$ cat src/rtl/dpbuf_arbiter.sv
module dpbuf_arbiter #(
  parameter int ADDR_W = 5
) (
  input  logic              clk,
  input  logic              rst,
  input  logic              win_a,
  input  logic              win_b,
  input  logic [ADDR_W-1:0] ser_addr,
  input  logic              cs_n,
  input  logic              ds_n,
  input  logic [ADDR_W-1:0] par_addr,
  input  logic [1:0]        mode,
  output logic              par_go,
  output logic              busy_n,
  output logic              dtack_n
);

  localparam logic [1:0] MODE_HS   = 2'd0;
  localparam logic [1:0] MODE_WAIT = 2'd1;

  logic [1:0] sync_q;
  logic       req_d;
  logic       in_win_q;
  logic       done_q;

  wire req      = sync_q[1];
  wire start    = req & ~req_d;
  wire window   = win_a | win_b;
  wire arb_on   = (mode == MODE_HS) | (mode == MODE_WAIT);
  wire same     = (par_addr == ser_addr);
  wire from_win = in_win_q | (start & window);
  wire hold     = req & same & arb_on & (win_b | (win_a & from_win));
  wire go       = req & ~hold & ~done_q;

  always_ff @(posedge clk) begin
    if (rst) begin
      sync_q   <= 2'b00;
      req_d    <= 1'b0;
      in_win_q <= 1'b0;
      done_q   <= 1'b0;
      par_go   <= 1'b0;
      busy_n   <= 1'b1;
      dtack_n  <= 1'b1;
    end else begin
      sync_q   <= {sync_q[0], ~cs_n & ~ds_n};
      req_d    <= req;
      in_win_q <= req & window & from_win;
      done_q   <= req & (done_q | go);
      par_go   <= go;
      busy_n   <= ~(hold & (mode == MODE_WAIT));
      dtack_n  <= ~((mode == MODE_HS) & req & done_q);
    end
  end

  AST_DIFF_NO_BUSY: assert property (@(posedge clk) disable iff (rst)
    (par_addr != ser_addr) |=> busy_n);
  AST_SERIAL_FIRST: assert property (@(posedge clk) disable iff (rst)
    (req && same && arb_on && win_b) |=> !par_go);
  AST_HS_NO_BUSY: assert property (@(posedge clk) disable iff (rst)
    (mode == MODE_HS) |=> busy_n);
  AST_ACK_AFTER_GO: assert property (@(posedge clk) disable iff (rst)
    $fell(dtack_n) |-> $past(par_go));
  AST_SYNC_FREE: assert property (@(posedge clk) disable iff (rst)
    mode[1] |=> (busy_n && dtack_n));
  AST_BUSY_RELEASE: assert property (@(posedge clk) disable iff (rst)
    (!win_a && !win_b) |=> busy_n);
  AST_SINGLE_GO: assert property (@(posedge clk) disable iff (rst)
    par_go |=> !par_go);

endmodule

$ cat config.mk
export PLATFORM = sky130hd
export DESIGN_NAME = dpbuf_arbiter
export DESIGN_NICKNAME = d
export VERILOG_FILES = /design/src/rtl/dpbuf_arbiter.sv
export SDC_FILE = /design/constraint.sdc
export NUM_CORES = 1
export LEC_CHECK = 0
export CAP_MARGIN = 5
export CORE_AREA = 2 2 39 41
export CTS_CLUSTER_DIAMETER = 40
export DETAILED_ROUTE_END_ITERATION = 10
export DIE_AREA = 0 0 41 43
export PLACE_DENSITY_LB_ADDON = 0.3
export REMOVE_ABC_BUFFERS = 1
export SYNTH_ARGS = -nofsm -noshare
export SYNTH_HDL_FRONTEND = slang
export SYNTH_SLANG_ARGS = --single-unit
$ cat constraint.sdc
create_clock -name clk -period 0.96 [get_ports clk]
set_input_delay 0.24 -clock clk [delete_from_list [all_inputs] [get_ports clk]]
set_output_delay 0.24 -clock clk [all_outputs]
set_load 0.01 [all_outputs]
==> out/qor.txt, run 1 <==
Via Count: 295
Final Hold Fails: 0
Worst min path class: input port to register
Final Max Slew Viols: 0
Antenna diodes: 0
Gpl congestion: 0.660
Status: finished, final reports clean
Fmax: 1080 MHz
PD cells: 1210 nW/µm²
Area Overhead vs Synth: 83.3%
Initial DRC Count: 1
Slew HR: 0.821
First-pass GRT wire length: 1010 µm
CTS tree: built
Post-synth top area cell: dfxtp_1
Row cnt: 14
Initial core utilization: 0.227
Fin crit period: 0.923 ns
Remaining Overflow, GRT: 0
Drt wl/cell: 8.07 µm
Clock share of power: 0.346
Most common cell after layout, fill and taps aside: dlygate4sd2_1
DRT Pass-1 Iters: 2
Switching Share: 0.211
Maximum clock path buffer count: 2
Total routed wirelength: 573 µm
Avg Inst Size Synth: 10.8 µm²
Placed insts: 68
Die area: 1760 µm²
Synthesized flop and latch total: 8
Core area: 1380 µm²
Max Cap Viol: 0
Period utilization: 0.961
Share of layout cells above drive strength 1: 0.327
Post-Syn Instances: 29
Kind of critical path: input port to register
Worst endpoint required time: 1.12 ns
Worst-Margin Slew: 0.267 ns
Area of the multi-input gates: 188 µm²
P_int: 0.549 mW
Number of distinct library cells after synthesis: 16
# IOs: 21
Clock sink total: 8
Vias per inst: 4.15
Clock Latency Late Sink: 0.24 ns
Die W: 41 µm
Yosys warns: 0
Placed inst area: 557 µm²
Crit path max fanout: 3
Pleak: 0.262 nW
Total track usage: 0.0866
Nets: 75
Largest net degree at the start of global routing: 5
R2R setup slack: 0.05 ns
# H-tree levels: 1
Most frequent cells in the layout: dlygate4sd2_1 (9), dfxtp_1 (8), clkdlybuf4s50_1 (4), buf_2 (4)
Yosys top cell area share: 0.510
Power, Total: 0.696 mW
Residual DRC: 0
Num CTS Buffers: 3
Gate power share: 0.165
Antenna Nets Post-Route: 0
Sw Pwr: 0.147 mW
PortBufs: 20
Post-route cell area: 576 µm²
Clock Tree Root: clkbuf_4
Startpoint Class: input port
Cell Count, Final, Fillers Out: 71
Clock skew: 0.00115 ns
Vias in the first global route: 285
Synth area leaders: dfxtp_1 (51%), xor2_1 (14%), nand2b_4 (4.4%), nor4_2 (4.0%), nor3_1 (3.2%)
Fill cell count: 144
Initial antenna violation count: 0
Unrepaired setup endpoints after global routing: no
Layout Utilization: 0.416
Peak VDD IR: 0.443 mV
Crit. End Element: register
Register area: 160 µm²
Sequential area share after synthesis: 0.510
Worst-path clk slew: 0.05 ns
DIE HEIGHT: 43 µm
Setup-failing EPs final: 0
Cts hold-fix bufs: 0
Post-Syn Area: 314 µm²
Sequential power share: 0.489
CP arrival: 1.08 ns
## critical path: stages
cell and delay, ns:
clkdlybuf4s50_1 0.42, a21o_1 0.20, a311oi_2 0.23
## cell type report
class | instances | share of cell area
Clock buffer | 3 | 0.0391
Inverter | 1 | 0.00652
Multi-Input combinational cell | 20 | 0.326
Sequential cell | 8 | 0.278
Tap cell | 16 | 0.0348
Timing Repair Buffer | 23 | 0.315
## metrics by stage
stage / TNS, ns / setup WS, ns / hold slack [ns]
floorplan: 0 / 0.0114 / 0.311
global placement: -2.38 / -0.473 / 0.407
detailed placement: -2.43 / -0.491 / 0.406
CTS: 0 / 0.00789 / 0.370
global route: 0 / 0.00209 / 0.377
finish: 0 / 0.0370 / 0.371
## logic make-up after synthesis
| kind of cell | count (synthesis) | share of synthesized area |
|---|---|---|
| compound gates | 4 | 0.104 |
| xor+xnor | 5 | 0.139 |
| buf+inv | 1 | 0.0119 |
| flops | 8 | 0.510 |
| simple gates | 11 | 0.235 |
## power by group through the flow
stage	clock network (mW)	logic, mW	registers (mW)
2_1_floorplan	0	0.0345	0.347
3_3_place_gp	0	0.120	0.347
3_5_place_dp	0	0.121	0.347
4_1_cts	0.250	0.115	0.340
5_1_grt	0.270	0.127	0.341
6_report	0.241	0.115	0.341
## sequential cells by signal, summed over array words and instances, names as in the netlist
register  cells
par_go        1
in_win_q      1
sync_q        2
busy_n        1
dtack_n       1
req_d         1
done_q        1
## repair_timing
item | 4_1_cts | 5_1_grt
resized for setup | 33 | 5
setup buffers | 0 | 0
endpoints found under the hold margin | 0 | 0
pin swaps | 9 | 3
cloned | 0 | 0
endpoints found under the setup margin | 7 | 3
## routing by layer
metal  vias to the layer above  GRT usage  wire (µm)
met2                        15      0.113        263
met5                         -          0          0
met1                       127      0.110        255
met4                         0     0.0800          0
met3                         0     0.0209         54
li1                        153          -          -
## cells in the mapped netlist
cell type  count
nor3_1         2
and2_1         1
a21o_1         1
a311oi_1       1
a31oi_1        1
nor2_1         2
inv_1          1
nand2b_4       1
dfxtp_1        8
nand2b_1       1
nor2b_1        1
nor4_2         1
o211a_1        1
nand4_1        1
nand3_1        1
xor2_1         5
## worst paths after layout
path	to	depth (start not counted)	start
min	in_win_q	2	win_a
min reg2reg	dtack_n	1	done_q
max reg2reg	par_go	3	in_win_q
max	par_go	3	win_b
Power figures use the tool's default switching activity.
==> run 2: changes to the inputs <==
- clock period: 0.96 -> 1.1 ns (I/O delays scaled with it)
==> run 2 against run 1 <==
Compared with the run above:
- clock skew is 0.00081 ns lower
- final cell count stayed put
- final area increased by 3.7%
- first-iteration DRC count is 100% higher
- die area unchanged
- critical path type unchanged
==> out/qor.txt, run 2 (synthesis results as in run 1) <==
Clock sink total: 8 (unchanged)
Antenna diodes: 0 (unchanged)
Post-CTS setup buffers: 0 (unchanged)
Largest Register: sync_q (unchanged)
Clock Tree Root: clkbuf_4 (unchanged)
Most common cell after layout, fill and taps aside: dfxtp_1 (was dlygate4sd2_1)
Worst min path class: register to register (was input port to register)
Via Count: 306 (was 295)
CP top delay family: buffers and inverters (was compound AO/OA/AOI/OAI gates)
Total routed wirelength: 574 µm (was 573 µm)
Startpoint Class: input port (unchanged)
Die W: 41 µm (unchanged)
Crit. End Element: register (unchanged)
Fmax: 946 MHz
CP max-delay cell: clkdlybuf4s50_1 (unchanged)
Row cnt: 14 (unchanged)
Setup-failing EPs final: 0 (unchanged)
Gpl congestion: 0.660 (unchanged)
Max reg flops: 2 (unchanged)
DRT Pass-1 Iters: 4 (was 2)
# IOs: 21 (unchanged)
# H-tree levels: 1 (unchanged)
Setup TNS: 0 ns (unchanged)
Initial antenna violation count: 0 (unchanged)
Status: finished, final reports clean (unchanged)
Max Cap Viol: 0 (unchanged)
Clock skew: 0.000335 ns (was 0.00115 ns)
Crit path from: rst (was win_b)
Pleak: 0.289 nW (was 0.262 nW)
Antenna Nets Post-Route: 0 (unchanged)
Nets: 75 (unchanged)
Worst-Margin Slew: 0.271 ns (was 0.267 ns)
Worst endpoint required time: 1.26 ns (was 1.12 ns)
Drt wl/cell: 8.08 µm (was 8.07 µm)
CTS tree: built (unchanged)
R2R Path Start: in_win_q (unchanged)
Residual DRC: 0 (unchanged)
Power, Total: 0.607 mW (was 0.696 mW)
Num CTS Buffers: 3 (unchanged)
Initial DRC Count: 2 (was 1)
Peak VDD IR: 0.381 mV (was 0.443 mV)
Remaining Overflow, GRT: 0 (unchanged)
Share of layout cells above drive strength 1: 0.164 (was 0.327)
Largest net degree at the start of global routing: 5 (unchanged)
Crit-path cells: clkdlybuf4s50_1 > nand2b_1 > buf_4 > a311oi_2 (was clkdlybuf4s50_1 > a21o_1 > a311oi_2)
Slew HR: 0.818 (was 0.821)
Core area: 1380 µm² (unchanged)
Die area: 1760 µm² (unchanged)
Vias per inst: 4.31 (was 4.15)
Hold Slack: 0.427 ns (was 0.371 ns)
Final Max Slew Viols: 0 (unchanged)
PortBufs: 20 (unchanged)
Crit path max fanout: 2 (was 3)
Period utilization: 0.961
First-pass GRT wire length: 1000 µm (was 1010 µm)
Initial core utilization: 0.227 (unchanged)
DIE HEIGHT: 43 µm (unchanged)
Area Overhead vs Synth: 90.0% (was 83.3%)
PD cells: 1020 nW/µm² (was 1210 nW/µm²)
WP buf/inv: 2 (was 1)
Worst-path clk slew: 0.05 ns (about the same)
Kind of critical path: input port to register (unchanged)
Clock Latency Late Sink: 0.24 ns (about the same)
Vias in the first global route: 288 (was 285)
Most frequent cells in the layout: dfxtp_1 (8), clkdlybuf4s50_1 (7), dlygate4sd2_1 (6) (was dlygate4sd2_1 (9), dfxtp_1 (8), clkdlybuf4s50_1 (4), buf_2 (4))
Final Hold Fails: 0 (unchanged)
Maximum clock path buffer count: 2 (unchanged)
Total track usage: 0.0854 (was 0.0866)
Max stage delay on crit path: 0.41 ns (was 0.42 ns)
CP arrival: 1.21 ns (was 1.08 ns)
Hold Startpoint: done_q (was win_a)
Fin crit period: 1.06 ns
## run 2: cell count changes in the layout (fill, tap and decap cells not counted)
cell / previous run / this run
nand2b_4: 2 / 1
xor2_1: 3 / 5
buf_2: 4 / 0
clkdlybuf4s50_1: 4 / 7
dlymetal6s2s_1: 0 / 4
clkbuf_2: 2 / 0
clkdlybuf4s15_1: 1 / 3
nand2b_1: 0 / 1
xor2_2: 2 / 0
dlygate4sd2_1: 9 / 6
## run 2: what timing repair did
item,CTS,global route
hold buffers,0,0
gates cloned,0,0
setup endpoints to repair,6,6
gates resized for setup,9,9
pin swaps,5,5
## run 2: report_power, final
part / internal [mW] / switching, mW
clock: 0.124 / 0.0843
sequential: 0.295 / 0.00176
combinational: 0.0651 / 0.0370
total: 0.484 / 0.123
## run 2: routing by layer
layer  part of all wire  global-route usage  vias to the layer above
li1                   -                   -                      155
met1               0.43               0.103                      136
met2               0.48               0.116                       15
met3              0.092              0.0209                        0
met4                  0              0.0800                        0
met5                  0                   0                        -
## run 2: worst register-to-register path, delay by kind of cell (launching register included)
kind             cells  cell delay [ns]
AO/OA/AOI/OAI        2             0.40
AND/OR/NAND/NOR      1             0.13
flip-flops           1             0.29
## run 2: layout make-up
class | instances | area, µm²
repair buffers | 23 | 225
well taps | 16 | 20.0
inverters | 1 | 3.75
multi-input cells | 20 | 165
flip-flops and latches | 8 | 160
clock buffers | 3 | 22.5
fillers | 143 | 787
## run 2: final timing paths
path	slack (ns)	cells after the start	end
worst max-delay path	0.04	4	par_go
worst min-delay path	0.43	1	dtack_n
worst max register to register	0.20	3	par_go
worst min register to register	0.43	1	dtack_n
## run 2: stage by stage
step	setup slack, ns	area, µm²	utilization	std cells
floorplan	0.116	314	-	29
global placement	-0.368	557	0.402	68
detailed placement	-0.386	557	0.402	68
global route	-0.0123	597	0.431	71
finish	0.0431	597	0.431	71
CTS	0.00323	568	0.410	71
==> run 3: changes to the inputs <==
- PLACE_DENSITY_LB_ADDON: 0.3 -> not set
- clock period: 1.1 -> 1.3 ns (I/O delays scaled with it)
==> run 3 against run 2 <==
Compared with the run above:
- first-iteration DRC count is 100% lower
- sequential share of layout area is 0.63 points higher
- clock power is 14% lower
- clock skew is 0.0013 ns higher
- final cell count stayed put
- final area is 2.3% lower
- utilization is 0.99 points lower
- wire length is 0.52% lower
- die area stayed put
- critical path depth stayed put
- combinational power is 14% lower
- register-to-register slack better by 0.15 ns
- critical path type unchanged
- highest routed layer is now met4
==> out/qor.txt, run 3 (synthesis results as in run 1) <==
Clock skew: 0.00159 ns (was 0.000335 ns)
Final Hold Fails: 0 (unchanged)
Pleak: 0.267 nW (was 0.289 nW)
Fmax: 834 MHz
R2R Path Start: in_win_q (unchanged)
Antenna diodes: 0 (unchanged)
PD cells: 888 nW/µm² (was 1020 nW/µm²)
DRT Pass-1 Iters: 1 (was 4)
Core area: 1380 µm² (unchanged)
WP buf/inv: 1 (was 2)
Most common cell after layout, fill and taps aside: clkdlybuf4s50_1 (was dfxtp_1)
Crit. End Element: register (unchanged)
Maximum clock path buffer count: 2 (unchanged)
Area of the multi-input gates: 150 µm² (was 165 µm²)
Largest Register: sync_q (unchanged)
Share of layout cells above drive strength 1: 0.145 (was 0.164)
Max stage delay on crit path: 0.41 ns (about the same)
DIE HEIGHT: 43 µm (unchanged)
Unrepaired setup endpoints after global routing: no
Nets: 75 (unchanged)
Row cnt: 14 (unchanged)
Kind of critical path: input port to register (unchanged)
Pre-CTS setup slack: -0.221 ns (was -0.386 ns)
Die W: 41 µm (unchanged)
Power, Total: 0.518 mW (was 0.607 mW)
Cts hold-fix bufs: 0 (unchanged)
Fin crit period: 1.20 ns
Cell Count, Final, Fillers Out: 71 (unchanged)
Clock Tree Root: clkbuf_4 (unchanged)
Most frequent cells in the layout: clkdlybuf4s50_1 (14), dfxtp_1 (8), xor2_1 (5) (was dfxtp_1 (8), clkdlybuf4s50_1 (7), dlygate4sd2_1 (6))
Hold Slack: 0.429 ns (was 0.427 ns)
Period utilization: 0.922
Initial DRC Count: 0 (was 2)
Total routed wirelength: 571 µm (was 574 µm)
Num CTS Buffers: 3 (unchanged)
# IOs: 21 (unchanged)
Peak VDD IR: 0.275 mV (was 0.381 mV)
Min setup slack post-route: 0.101 ns (was 0.0431 ns)
PortBufs: 20 (unchanged)
Antenna Nets Post-Route: 0 (unchanged)
Largest net degree at the start of global routing: 5 (unchanged)
Worst endpoint required time: 1.42 ns (was 1.26 ns)
Hold Startpoint: done_q (unchanged)
Total track usage: 0.0804 (was 0.0854)
Slew HR: 0.798 (was 0.818)
Vias per inst: 4.06 (was 4.31)
Crit path max fanout: 3 (was 2)
Register area: 160 µm² (unchanged)
Initial antenna violation count: 0 (unchanged)
Gpl congestion: 0.749 (was 0.660)
# H-tree levels: 1 (unchanged)
Placed insts: 68 (unchanged)
CP arrival: 1.32 ns (was 1.21 ns)
Crit-path cells: clkdlybuf4s50_1 > xor2_1 > nor4_2 > a311oi_1 (was clkdlybuf4s50_1 > nand2b_1 > buf_4 > a311oi_2)
Setup-failing EPs final: 0 (unchanged)
CP max-delay cell: clkdlybuf4s50_1 (unchanged)
Worst-path clk slew: 0.05 ns (about the same)
First-pass GRT wire length: 924 µm (was 1000 µm)
Worst-Margin Slew: 0.301 ns (was 0.271 ns)
Worst min path class: register to register (unchanged)
Crit path from: ser_addr[0] (was rst)
Max reg flops: 2 (unchanged)
Final Max Slew Viols: 0 (unchanged)
Residual DRC: 0 (unchanged)
Status: finished, final reports clean (unchanged)
CTS tree: built (unchanged)
Vias in the first global route: 288 (unchanged)
Max Cap Viol: 0 (unchanged)
CP top delay family: buffers and inverters (unchanged)
HPWL Detailed: 510 µm
Clock sink total: 8 (unchanged)
Area Overhead vs Synth: 85.7% (was 90.0%)
Remaining Overflow, GRT: 0 (unchanged)
Setup TNS: 0 ns (unchanged)
Drt wl/cell: 8.04 µm (was 8.08 µm)
Fill cell count: 147 (was 143)
Initial core utilization: 0.227 (unchanged)
Startpoint Class: input port (unchanged)
Die area: 1760 µm² (unchanged)
Clock Latency Late Sink: 0.25 ns (was 0.24 ns)
Via Count: 288 (was 306)
==> run 3: changes by cell type in the layout (fill, tap and decap cells not counted) <==
cell,before,now
dlygate4sd2_1,6,3
a311oi_1,0,1
nor4_4,1,0
clkdlybuf4s50_1,7,14
nor4_2,0,1
clkdlybuf4s15_1,3,0
a311oi_2,1,0
dlymetal6s2s_1,4,3
==> run 3: per-layer routing <==
metal  track usage  up-vias  part of all wire
met5             0        -                 0
met4         0.100        0             0.021
met3        0.0209        2              0.11
met2         0.128       17              0.52
met1        0.0645      116              0.34
li1              -      153                 -
==> run 3: power by group <==
part	total (mW)	internal (mW)	leakage, nW	switching (mW)
combinational	0.0877	0.0615	0.188	0.0262
sequential	0.251	0.250	0.0649	0.00143
clock	0.179	0.105	0.0138	0.0740
==> run 3: final timing paths <==
kind,end,slack [ns],depth (start not counted)
worst max-delay path,par_go,0.10,4
worst min-delay path,dtack_n,0.43,1
worst max register to register,par_go,0.35,3
worst min register to register,dtack_n,0.43,1
==> run 3: repair_timing <==
item | 4_1_cts | 5_1_grt
endpoints found under the setup margin | 3 | 3
gates resized for setup | 3 | 3
pin swaps | 0 | 5
buffers inserted | 0 | 0
==> run 3: cell type report <==
cell class,instances,share of cell area
flip-flops and latches,8,0.275
inverters,1,0.00644
clock buffers,3,0.0386
well taps,16,0.0343
repair buffers,23,0.388
multi-input cells,20,0.258
==> run 3: per-stage QoR <==
step           area (µm²)  utilization
2_1_floorplan         314            -
3_3_place_gp          557        0.402
3_5_place_dp          557        0.402
4_1_cts               576        0.416
5_1_grt               583        0.421
6_report              583        0.421
==> run 3: worst reg2reg max path, cell delays in order, from the launching register on <==
cell      delay, ns
dfxtp_1        0.29
nand2b_4       0.13
a21o_1         0.20
a311oi_1       0.25
